### config.mk
export PLATFORM = sky130hd
export DESIGN_NAME = width_adapt_buf
export DESIGN_NICKNAME = d
export VERILOG_FILES = /design/src/rtl/wab_pkg.sv /design/src/rtl/wab_chunk_plan.sv /design/src/rtl/wab_rd_steer.sv /design/src/rtl/wab_wr_steer.sv /design/src/rtl/width_adapt_buf.sv
export SDC_FILE = /design/constraint.sdc
export NUM_CORES = 1
export LEC_CHECK = 0
export ABC_AREA = 0
export CORE_MARGIN = 2
export CORE_UTILIZATION = 40
export DETAILED_ROUTE_END_ITERATION = 6
export PLACE_DENSITY = 0.81
export SETUP_SLACK_MARGIN = 0.2
export SLEW_MARGIN = 20
export SYNTH_ARGS = -nofsm -noshare
export SYNTH_HDL_FRONTEND = slang
export SYNTH_SLANG_ARGS = --single-unit
### constraint.sdc
create_clock -name clk -period 7.9 [get_ports clk]
set_clock_uncertainty 0.15 [all_clocks]
set_input_delay 0.79 -clock clk [delete_from_list [all_inputs] [get_ports clk]]
set_output_delay 0.79 -clock clk [all_outputs]
set_load 0.03 [all_outputs]
### src/rtl/wab_pkg.sv
package wab_pkg;

    typedef enum logic [1:0] {
        ST_IDLE = 2'd0,
        ST_XFER = 2'd1,
        ST_TURN = 2'd2,
        ST_HAND = 2'd3
    } seq_state_e;

    // slave width codes; code 3 is treated as a full-width slave
    typedef enum logic [1:0] {
        SW_NARROW8  = 2'd0,
        SW_NARROW16 = 2'd1,
        SW_FULL     = 2'd2,
        SW_FULL_ALT = 2'd3
    } slv_width_e;

endpackage

### src/rtl/wab_chunk_plan.sv
module wab_chunk_plan #(
    parameter int LANES = 4,
    parameter int IDXW  = 2
) (
    input  logic [LANES-1:0] rem_i,
    input  logic [1:0]       wcode_i,
    output logic [IDXW-1:0]  base_o,
    output logic [LANES-1:0] mask_o,
    output logic             last_o
);
    int              span_w;
    logic [IDXW-1:0] lo_w;

    always_comb begin
        // lanes the slave covers in one cycle, capped by the master width
        span_w = 1 << wcode_i;
        if (span_w > LANES) begin
            span_w = LANES;
        end
        // lowest remaining lane wins
        lo_w = '0;
        for (int i = LANES - 1; i >= 0; i--) begin
            if (rem_i[i]) begin
                lo_w = IDXW'(i);
            end
        end
        // align down to the slave group that holds that lane
        base_o = lo_w & ~IDXW'(span_w - 1);
        for (int i = 0; i < LANES; i++) begin
            mask_o[i] = rem_i[i] && (i >= int'(base_o)) && (i < int'(base_o) + span_w);
        end
        last_o = (rem_i & ~mask_o) == '0;
    end

endmodule

### src/rtl/wab_rd_steer.sv
module wab_rd_steer #(
    parameter int LANES  = 4,
    parameter int LANE_W = 8,
    parameter int IDXW   = 2
) (
    input  logic [LANES*LANE_W-1:0] hold_i,
    input  logic [LANES*LANE_W-1:0] slv_rdata_i,
    input  logic [LANES-1:0]        mask_i,
    input  logic [IDXW-1:0]         base_i,
    input  logic                    capture_i,
    output logic [LANES*LANE_W-1:0] hold_o
);
    for (genvar g = 0; g < LANES; g++) begin : g_lane
        logic [IDXW-1:0] src;
        // slave byte index that feeds master lane g
        assign src = IDXW'(g) - base_i;
        assign hold_o[g*LANE_W +: LANE_W] = (capture_i && mask_i[g])
                                          ? slv_rdata_i[src*LANE_W +: LANE_W]
                                          : hold_i[g*LANE_W +: LANE_W];
    end

endmodule

### src/rtl/wab_wr_steer.sv
module wab_wr_steer #(
    parameter int LANES  = 4,
    parameter int LANE_W = 8,
    parameter int IDXW   = 2
) (
    input  logic [LANES*LANE_W-1:0] wdata_i,
    input  logic [IDXW-1:0]         base_i,
    output logic [LANES*LANE_W-1:0] wdata_o
);
    for (genvar j = 0; j < LANES; j++) begin : g_lane
        logic [IDXW:0] src;
        // slave lane j carries master lane j + base
        assign src = (IDXW+1)'(j) + {1'b0, base_i};
        assign wdata_o[j*LANE_W +: LANE_W] = (src < (IDXW+1)'(LANES))
                                           ? wdata_i[src[IDXW-1:0]*LANE_W +: LANE_W]
                                           : '0;
    end

endmodule

### src/rtl/width_adapt_buf.sv
module width_adapt_buf #(
    parameter int LANES  = 4,
    parameter int LANE_W = 8
) (
    input  logic                                clk,
    input  logic                                rst,
    input  logic                                req_i,
    input  logic                                we_i,
    input  logic                                dma_i,
    input  logic [LANES-1:0]                    be_i,
    input  logic [1:0]                          width_i,
    input  logic [LANES*LANE_W-1:0]             wdata_i,
    input  logic [LANES*LANE_W-1:0]             slv_rdata_i,
    input  logic                                slv_done_i,
    output logic                                slv_cyc_o,
    output logic                                slv_we_o,
    output logic [(LANES>1?$clog2(LANES):1)-1:0] slv_lane_o,
    output logic [LANES-1:0]                    slv_be_o,
    output logic [LANES*LANE_W-1:0]             slv_wdata_o,
    output logic [LANES*LANE_W-1:0]             rdata_o,
    output logic                                rvalid_o,
    output logic                                ack16_o,
    output logic                                ack32_o
);
    import wab_pkg::*;

    localparam int DW   = LANES * LANE_W;
    localparam int IDXW = (LANES > 1) ? $clog2(LANES) : 1;

    typedef struct packed {
        seq_state_e       st;
        logic [LANES-1:0] rem;
        logic [1:0]       wcode;
        logic             we;
        logic             dma;
        logic [DW-1:0]    wdata;
        logic [DW-1:0]    hold;
        logic             rvalid;
    } regs_t;

    regs_t r_d, r_q;

    logic [IDXW-1:0]  base_w;
    logic [LANES-1:0] mask_w;
    logic             last_w;
    logic             in_xfer_w;
    logic             capture_w;
    logic [DW-1:0]    hold_nx_w;
    logic [DW-1:0]    wsteer_w;

    assign in_xfer_w = (r_q.st == ST_XFER);
    assign capture_w = in_xfer_w && slv_done_i && !r_q.we;

    wab_chunk_plan #(.LANES(LANES), .IDXW(IDXW)) plan_i (
        .rem_i   (r_q.rem),
        .wcode_i (r_q.wcode),
        .base_o  (base_w),
        .mask_o  (mask_w),
        .last_o  (last_w)
    );

    wab_rd_steer #(.LANES(LANES), .LANE_W(LANE_W), .IDXW(IDXW)) rd_i (
        .hold_i      (r_q.hold),
        .slv_rdata_i (slv_rdata_i),
        .mask_i      (mask_w),
        .base_i      (base_w),
        .capture_i   (capture_w),
        .hold_o      (hold_nx_w)
    );

    wab_wr_steer #(.LANES(LANES), .LANE_W(LANE_W), .IDXW(IDXW)) wr_i (
        .wdata_i (r_q.wdata),
        .base_i  (base_w),
        .wdata_o (wsteer_w)
    );

    always_comb begin
        r_d        = r_q;
        r_d.rvalid = 1'b0;
        r_d.hold   = hold_nx_w;
        unique case (r_q.st)
            ST_IDLE: begin
                if (req_i && (be_i != '0)) begin
                    r_d.st    = ST_XFER;
                    r_d.rem   = be_i;
                    r_d.wcode = width_i;
                    r_d.we    = we_i;
                    r_d.dma   = dma_i;
                    r_d.wdata = wdata_i;
                end
            end
            ST_XFER: begin
                if (slv_done_i) begin
                    r_d.rem = r_q.rem & ~mask_w;
                    if (last_w) begin
                        r_d.st     = ST_TURN;
                        r_d.rvalid = !r_q.we;
                    end
                end
            end
            ST_TURN: begin
                r_d.st = r_q.dma ? ST_IDLE : ST_HAND;
            end
            ST_HAND: begin
                r_d.st = ST_IDLE;
            end
            default: begin
                r_d.st = ST_IDLE;
            end
        endcase
    end

    always_ff @(posedge clk) begin
        if (rst) begin
            r_q <= '0;
        end else begin
            r_q <= r_d;
        end
    end

    assign slv_cyc_o   = in_xfer_w;
    assign slv_we_o    = in_xfer_w && r_q.we;
    assign slv_lane_o  = base_w;
    assign slv_be_o    = in_xfer_w ? mask_w : '0;
    assign slv_wdata_o = (in_xfer_w && r_q.we) ? wsteer_w : '0;
    assign rdata_o     = r_q.hold;
    assign rvalid_o    = r_q.rvalid;
    assign ack16_o     = (r_q.st == ST_HAND);
    assign ack32_o     = (r_q.st == ST_HAND);

endmodule


# ---- Word level (Yosys, flattened, before mapping)
# Cells that the tools add are included.
dict set report totals {
  rom_bits 0
  latchBits 0
  output_inout_bits 75
  inputBits 76
  mem_bits_rw 0
  memories 0
  word_cells 95
  regBits 75
}
dict set report classes {
  div_mod_pow 0
  n_lt_le_gt_ge 12
  multipliers 0
  bitwise 7
  n_shift 9
  reduce_logical 24
  n_mux 17
  addsub 9
  eq_ne 6
}
# op count
set ops {}
lappend ops {{$shiftx A32 B6 Y8} 8}
lappend ops {{$lt A3 B32 Y1 const A} 2}
lappend ops {{$mux W32} 2}
lappend ops {{$mux W42} 1}
lappend ops {{$add A3 B32 Y32} 1}
lappend ops {{$gt A32 B4 Y1 const B} 1}
lappend ops {{$lt A1 B32 Y1 const A} 1}
lappend ops {{$lt A2 B32 Y1 const A} 1}
lappend ops {{$mux W8} 4}
lappend ops {{$shl A1 B2 Y32 const A} 1}
lappend ops {{$logic_and A1 B1 Y1} 15}
lappend ops {{$mux W2} 6}
lappend ops {{$lt A3 B3 Y1 const B} 3}
lappend ops {{$pmux W2 S4} 1}
lappend ops {{$pmux W4 S2} 1}
lappend ops {{$add A2 B2 Y3 const A} 2}
lappend ops {{$mux W6} 1}
lappend ops {{$ne A2 B2 Y1 const B} 3}
lappend ops {{$reduce_and A3 Y1} 2}
lappend ops {{$and A4 B4 Y4} 1}
lappend ops {{$eq A2 B2 Y1 const B} 2}
lappend ops {{$ge A1 B2 Y1 const A} 2}
lappend ops {{$logic_not A4 Y1} 1}
lappend ops {{$mux W4} 1}
lappend ops {{other kinds (17)} 21}

# ---- Depth between registers and ports, before layout
dict set report depth {
  ltp_word 15
  ltp_mapped 14
  depth_no_buf 10
}

# ---- Cells and area by module
# Synthesis repeated with hierarchy kept, for this count alone.
dict set report unflattened {
  hier_cells 545
  hier_area_um2 5042.3
}
# mod instances area_each_um2 seq_area_each_um2 cells_per_inst
set by_module_without_submodules {}
lappend by_module_without_submodules {width_adapt_buf 1 3052.9 1501.4 349}
lappend by_module_without_submodules {wab_rd_steer 1 1119.8 0.0 96}
lappend by_module_without_submodules {wab_wr_steer 1 689.4 0.0 73}
lappend by_module_without_submodules {wab_chunk_plan 1 180.2 0.0 27}

# ---- Worst setup path after synthesis
# OpenSTA, ideal clock, no wires.
dict set report synth_timing {
  path_kind {reg-to-output}
  from {reg r_q[69] (netlist name)}
  to {out slv_wdata_o[12]}
  required_time_ps 6960
  stages_incl_launch_ff 12
  arrival_time_ps 2929
  setup_slack_ps 4031
  cell_sequence {dfxtp_1 -> or2_1 -> buf_6 -> nor3_1 -> inv_1 -> clkbuf_1 -> ha_1 -> clkbuf_1 -> buf_2 -> buf_2 -> mux4_2 -> nor2b_1}
}
dict set report synth_between {
  elab_chain_len 6
}
# element line
set synth_rtl {}
lappend synth_rtl {{from (decl)} width_adapt_buf.sv:41} ;# regs_t r_d, r_q;
lappend synth_rtl {{from (signal assigned)} width_adapt_buf.sv:117} ;# r_q <= r_d;
lappend synth_rtl {{$mux W2 (*)} wab_chunk_plan.sv:23} ;# if (rem_i[i]) begin
lappend synth_rtl {{$and A2 B2 Y2 (*)} wab_chunk_plan.sv:28} ;# base_o = lo_w & ~IDXW'(span_w - 1);
lappend synth_rtl {{$add A1 B2 Y3 (*)} wab_wr_steer.sv:13} ;# assign src = (IDXW+1)'(j) + {1'b0, base_i};
lappend synth_rtl {{$shiftx A32 B6 Y8 / $lt A3 B3 Y1 (equally long branches)} {wab_wr_steer.sv:15, wab_wr_steer.sv:14}}
lappend synth_rtl {{$mux W8 (*)} wab_wr_steer.sv:15} ;# ? wdata_i[src[IDXW-1:0]*LANE_W +: LANE_W]
lappend synth_rtl {{$mux W32 (*)} width_adapt_buf.sv:125} ;# assign slv_wdata_o = (in_xfer_w && r_q.we) ? wsteer_w : '0;
lappend synth_rtl {{to (decl)} width_adapt_buf.sv:19} ;# output logic [LANES*LANE_W-1:0] slv_wdata_o,
# Mark *: on every way between the ends. The rest lies on a longest branch, timed or not.

# ---- Final worst setup path
dict set report layout_timing {
  from {reg r_q[70] (netlist name)}
  to {out slv_wdata_o[30]}
}
dict set report layout_between {
  elab_chain_len 7
}
# element line
set layout_rtl {}
lappend layout_rtl {{$mux W2 (*) (2 in a row)} wab_chunk_plan.sv:23}
lappend layout_rtl {{$and A2 B2 Y2 (*)} wab_chunk_plan.sv:28}
lappend layout_rtl {{$add A2 B2 Y3 (*)} wab_wr_steer.sv:13}
lappend layout_rtl {{$shiftx A32 B6 Y8 / $lt A3 B3 Y1 (equally long branches)} {wab_wr_steer.sv:15, wab_wr_steer.sv:14}}
lappend layout_rtl {{$mux W8 (*)} wab_wr_steer.sv:15}
lappend layout_rtl {{$mux W32 (*)} width_adapt_buf.sv:125}
# Marked as above.

==> results.toml <==
[yosys]
synthFlopType = "dfxtp_1"
yosys-top-cells-area = "dfxtp_1 (33%), mux2i_1 (14%), nand2_1 (8.2%), mux4_2 (7.8%), buf_4 (6.5%)"
synth.distinct_cells = 56
synth_cells = 520
async_reset_ff_frac = 0
yosysWarnings = 0
yosysSeqAreaShare = 0.3266
synth-seq-cells = 75
syn_area_mm2 = 0.004597
yosysMostFrequentCell = "nand2_1"
synth_top_area_share = 0.3266
synth.top_cells.by_count = "nand2_1 (100), dfxtp_1 (75), mux2i_1 (64)"
synth_nets = 599
avgSynthCellArea_um2 = 8.840
synth_edf_count = 0
synth_top_area_cell = "dfxtp_1"

[critical_path]
startpoint_type = "flip-flop"
end_kind = "output pin"
required_ns = 6.96
r2r_start = "r_q[72]$_SDFFE_PP0P_"
worstSetupPathType = "reg2out"
reg2reg_slack_ns = 3.84
crit_chain = "or2_1 > nor3_2 > inv_1 > ha_2 > mux4_2 > nor2b_1 > clkdlybuf4s50_1"
timing.critical_path.max_delay_family = "simple AND/OR/NAND/NOR gates"
arrival_ns = 4.61
worst-path-stages = 7
slowest_stage = "ha_2"
crit_buf_inv = 2
ff2ff_path_depth = 10
critPathMaxStageDelay_ns = 1.11
worstPathMaxFanout = 32
reg2reg_to = "rdata_o[31]$_SDFFE_PP0P_"

[timing]
fin_ws_ns = 2.351
finalCritPeriodShare = 0.7024
min_period_ns = 5.549
setup_tns_ns = 0
slew_viol_final = 0
rsz0062_at_grt = "no"
finalHoldViolCount = 0
whs_ns = 0.3126
tightestPinTransition_ns = 1.057
setup_viol_count_final = 0
slew_headroom = 0.2953
fmax_ghz = 0.1802

[grt]
overflow = 0
grt_pass1_vias = 4166
grt_usage = 0.2148
grt_pass1_wl_um = 21310
grt_max_degree = 66
grt_antenna_before_repair = 0

[power_and_ir_drop]
leakage_nw = 2.512
ir_drop_v = 0.00009640
p_comb_frac = 0.295
powerDensity_mw_per_mm2 = 201.9
power.switching_mw = 0.3757
p_sw_frac = 0.3002
power.share.clock = 0.366
sequentialPowerShare = 0.339
p_int_mw = 0.8758
p_total_mw = 1.252

[cts]
cts_sinks = 75
clock_path_buffers = 2
clock-root-buffer = "clkbuf_16"
post_cts_buffers = 0
cts_made_buffers = 9
cts_max_level = 3
cts_resized = 0
cts.clk_slew.worst_paths_ns = 0.06
postCtsHoldBufs = 0
cts_tree = "yes"
clk_latency_ns = 0.33

[final_layout]
layout.nets = 696
area_growth_pct = 34.87
final_area_mm2 = 0.006200
diodes = 0
fin_cells = 764
utilization = 0.5476
final_layout_size_suffix_gt1_frac = 0.07407
fillers = 1032

[floorplanning]
floorplan.initialDensity = 0.4061
die_y_um = 111.2
dieArea_mm2 = 0.01237
die_w_um = 111.2
coreArea_mm2 = 0.01132
core.rowCount = 39
num_io_pins = 151

[placement]
place_area_mm2 = 0.005868
dp_slack_ns = 2.669
dp.cells = 749
numPortBuffers = 150
gp_congestion = 0.8543
hpwl_um = 10110

[route]
wl_per_cell_um = 18.05
first_iter_violations = 276
vias_per_cell = 5.503
vias = 4204
drt-total-wl_um = 13790
drc = 0
final_antenna_net_count = 0
drt_first_pass_iters = 5

[run]
cap_violations = 0

[run_status]
outcome = "finished, final reports clean"

[hold_path]
hp-class = "reg2reg"
worstHoldEndpoint = "rdata_o[27]$_SDFFE_PP0P_"
holdCritStartpoint = "rdata_o[27]$_SDFFE_PP0P_"
whs_path_depth = 1
power by group through the flow:
stage               logic, mW  clock network, mW  registers (mW)
finish                  0.369              0.458           0.425
CTS                     0.371              0.466           0.424
floorplan               0.271                  0           0.421
global placement        0.363                  0           0.430
detailed placement      0.370                  0           0.432
global route            0.399              0.481           0.427
metal layers:
layer  wire (um)  vias to the layer above  GRT usage
met5           0                        -          0
met4         428                        0    0.09465
met3        1151                       25    0.05960
met2        6669                      191     0.3675
met1        5545                     1982     0.2509
li1            -                     2006          -
worst max path at each step:
stage / endpoint / startpoint / slack, ns
after detailed placement: slv_wdata_o[25] / r_q[70]$_SDFFE_PP0P_ / 2.67
final: slv_wdata_o[30] / r_q[70]$_SDFFE_PP0P_ / 2.35
after global routing: slv_wdata_o[30] / r_q[70]$_SDFFE_PP0P_ / 2.06
after floorplan: slv_wdata_o[12] / r_q[69]$_SDFFE_PP0P_ / 4.03
after global placement: slv_wdata_o[30] / r_q[70]$_SDFFE_PP0P_ / 2.86
after CTS: slv_wdata_o[25] / r_q[70]$_SDFFE_PP0P_ / 2.31
worst reg2reg max path: stages (launching register included):
cell and delay [ns]:
dfxtp_1 0.39, nor2b_1 0.21, o21ai_4 0.15, buf_4 0.84
inv_1 0.28, ha_1 0.34, xnor2_1 0.38, o21ai_4 0.17
a31oi_1 0.76, nand2_1 0.16, o221ai_1 0.11
cells in the final DEF, fill, tap and decap left out, types with 3 or more instances in the layout:
cell type and n:
bufinv_16 3, mux2i_1 64, buf_4 3, nand2_1 100, and3_1 11, a211oi_1 9, inv_1 9, o21ai_0 5
a21oi_1 41, clkbuf_16 9, nor3_1 4, dfxtp_1 75, o221ai_1 4, a22o_1 16, and2_1 3, nor2b_1 17
nor2_1 28, clkdlybuf4s50_1 149, mux4_2 16, nand3_1 4
registers in the layout, indices dropped and copies added, names as in the netlist:
register / cells
r_q: 42
rdata_o: 32
rvalid_o: 1
cell type report:
class | instances | area (um2) | share of cell area
clock buffer | 10 | 229.0 | 0.03693
clock inverter | 5 | 102.6 | 0.01655
tap | 143 | 178.9 | 0.02886
multi-input combinational | 369 | 2635 | 0.4250
sequential | 75 | 1501 | 0.2422
timing repair buffer | 153 | 1519 | 0.2450
inverter | 9 | 33.78 | 0.005449
logic make-up (layout without fill, tap and decap cells):
kind of cell	Yosys count	after routing	synth area share
xor+xnor	2	2	0.003811
fa+ha+maj	3	3	0.008166
mux	80	80	0.2177
flops	75	75	0.3266
simple gates	183	183	0.1843
compound gates	101	101	0.1551
buf+inv	76	177	0.1042
Power figures use the tool's default switching activity.
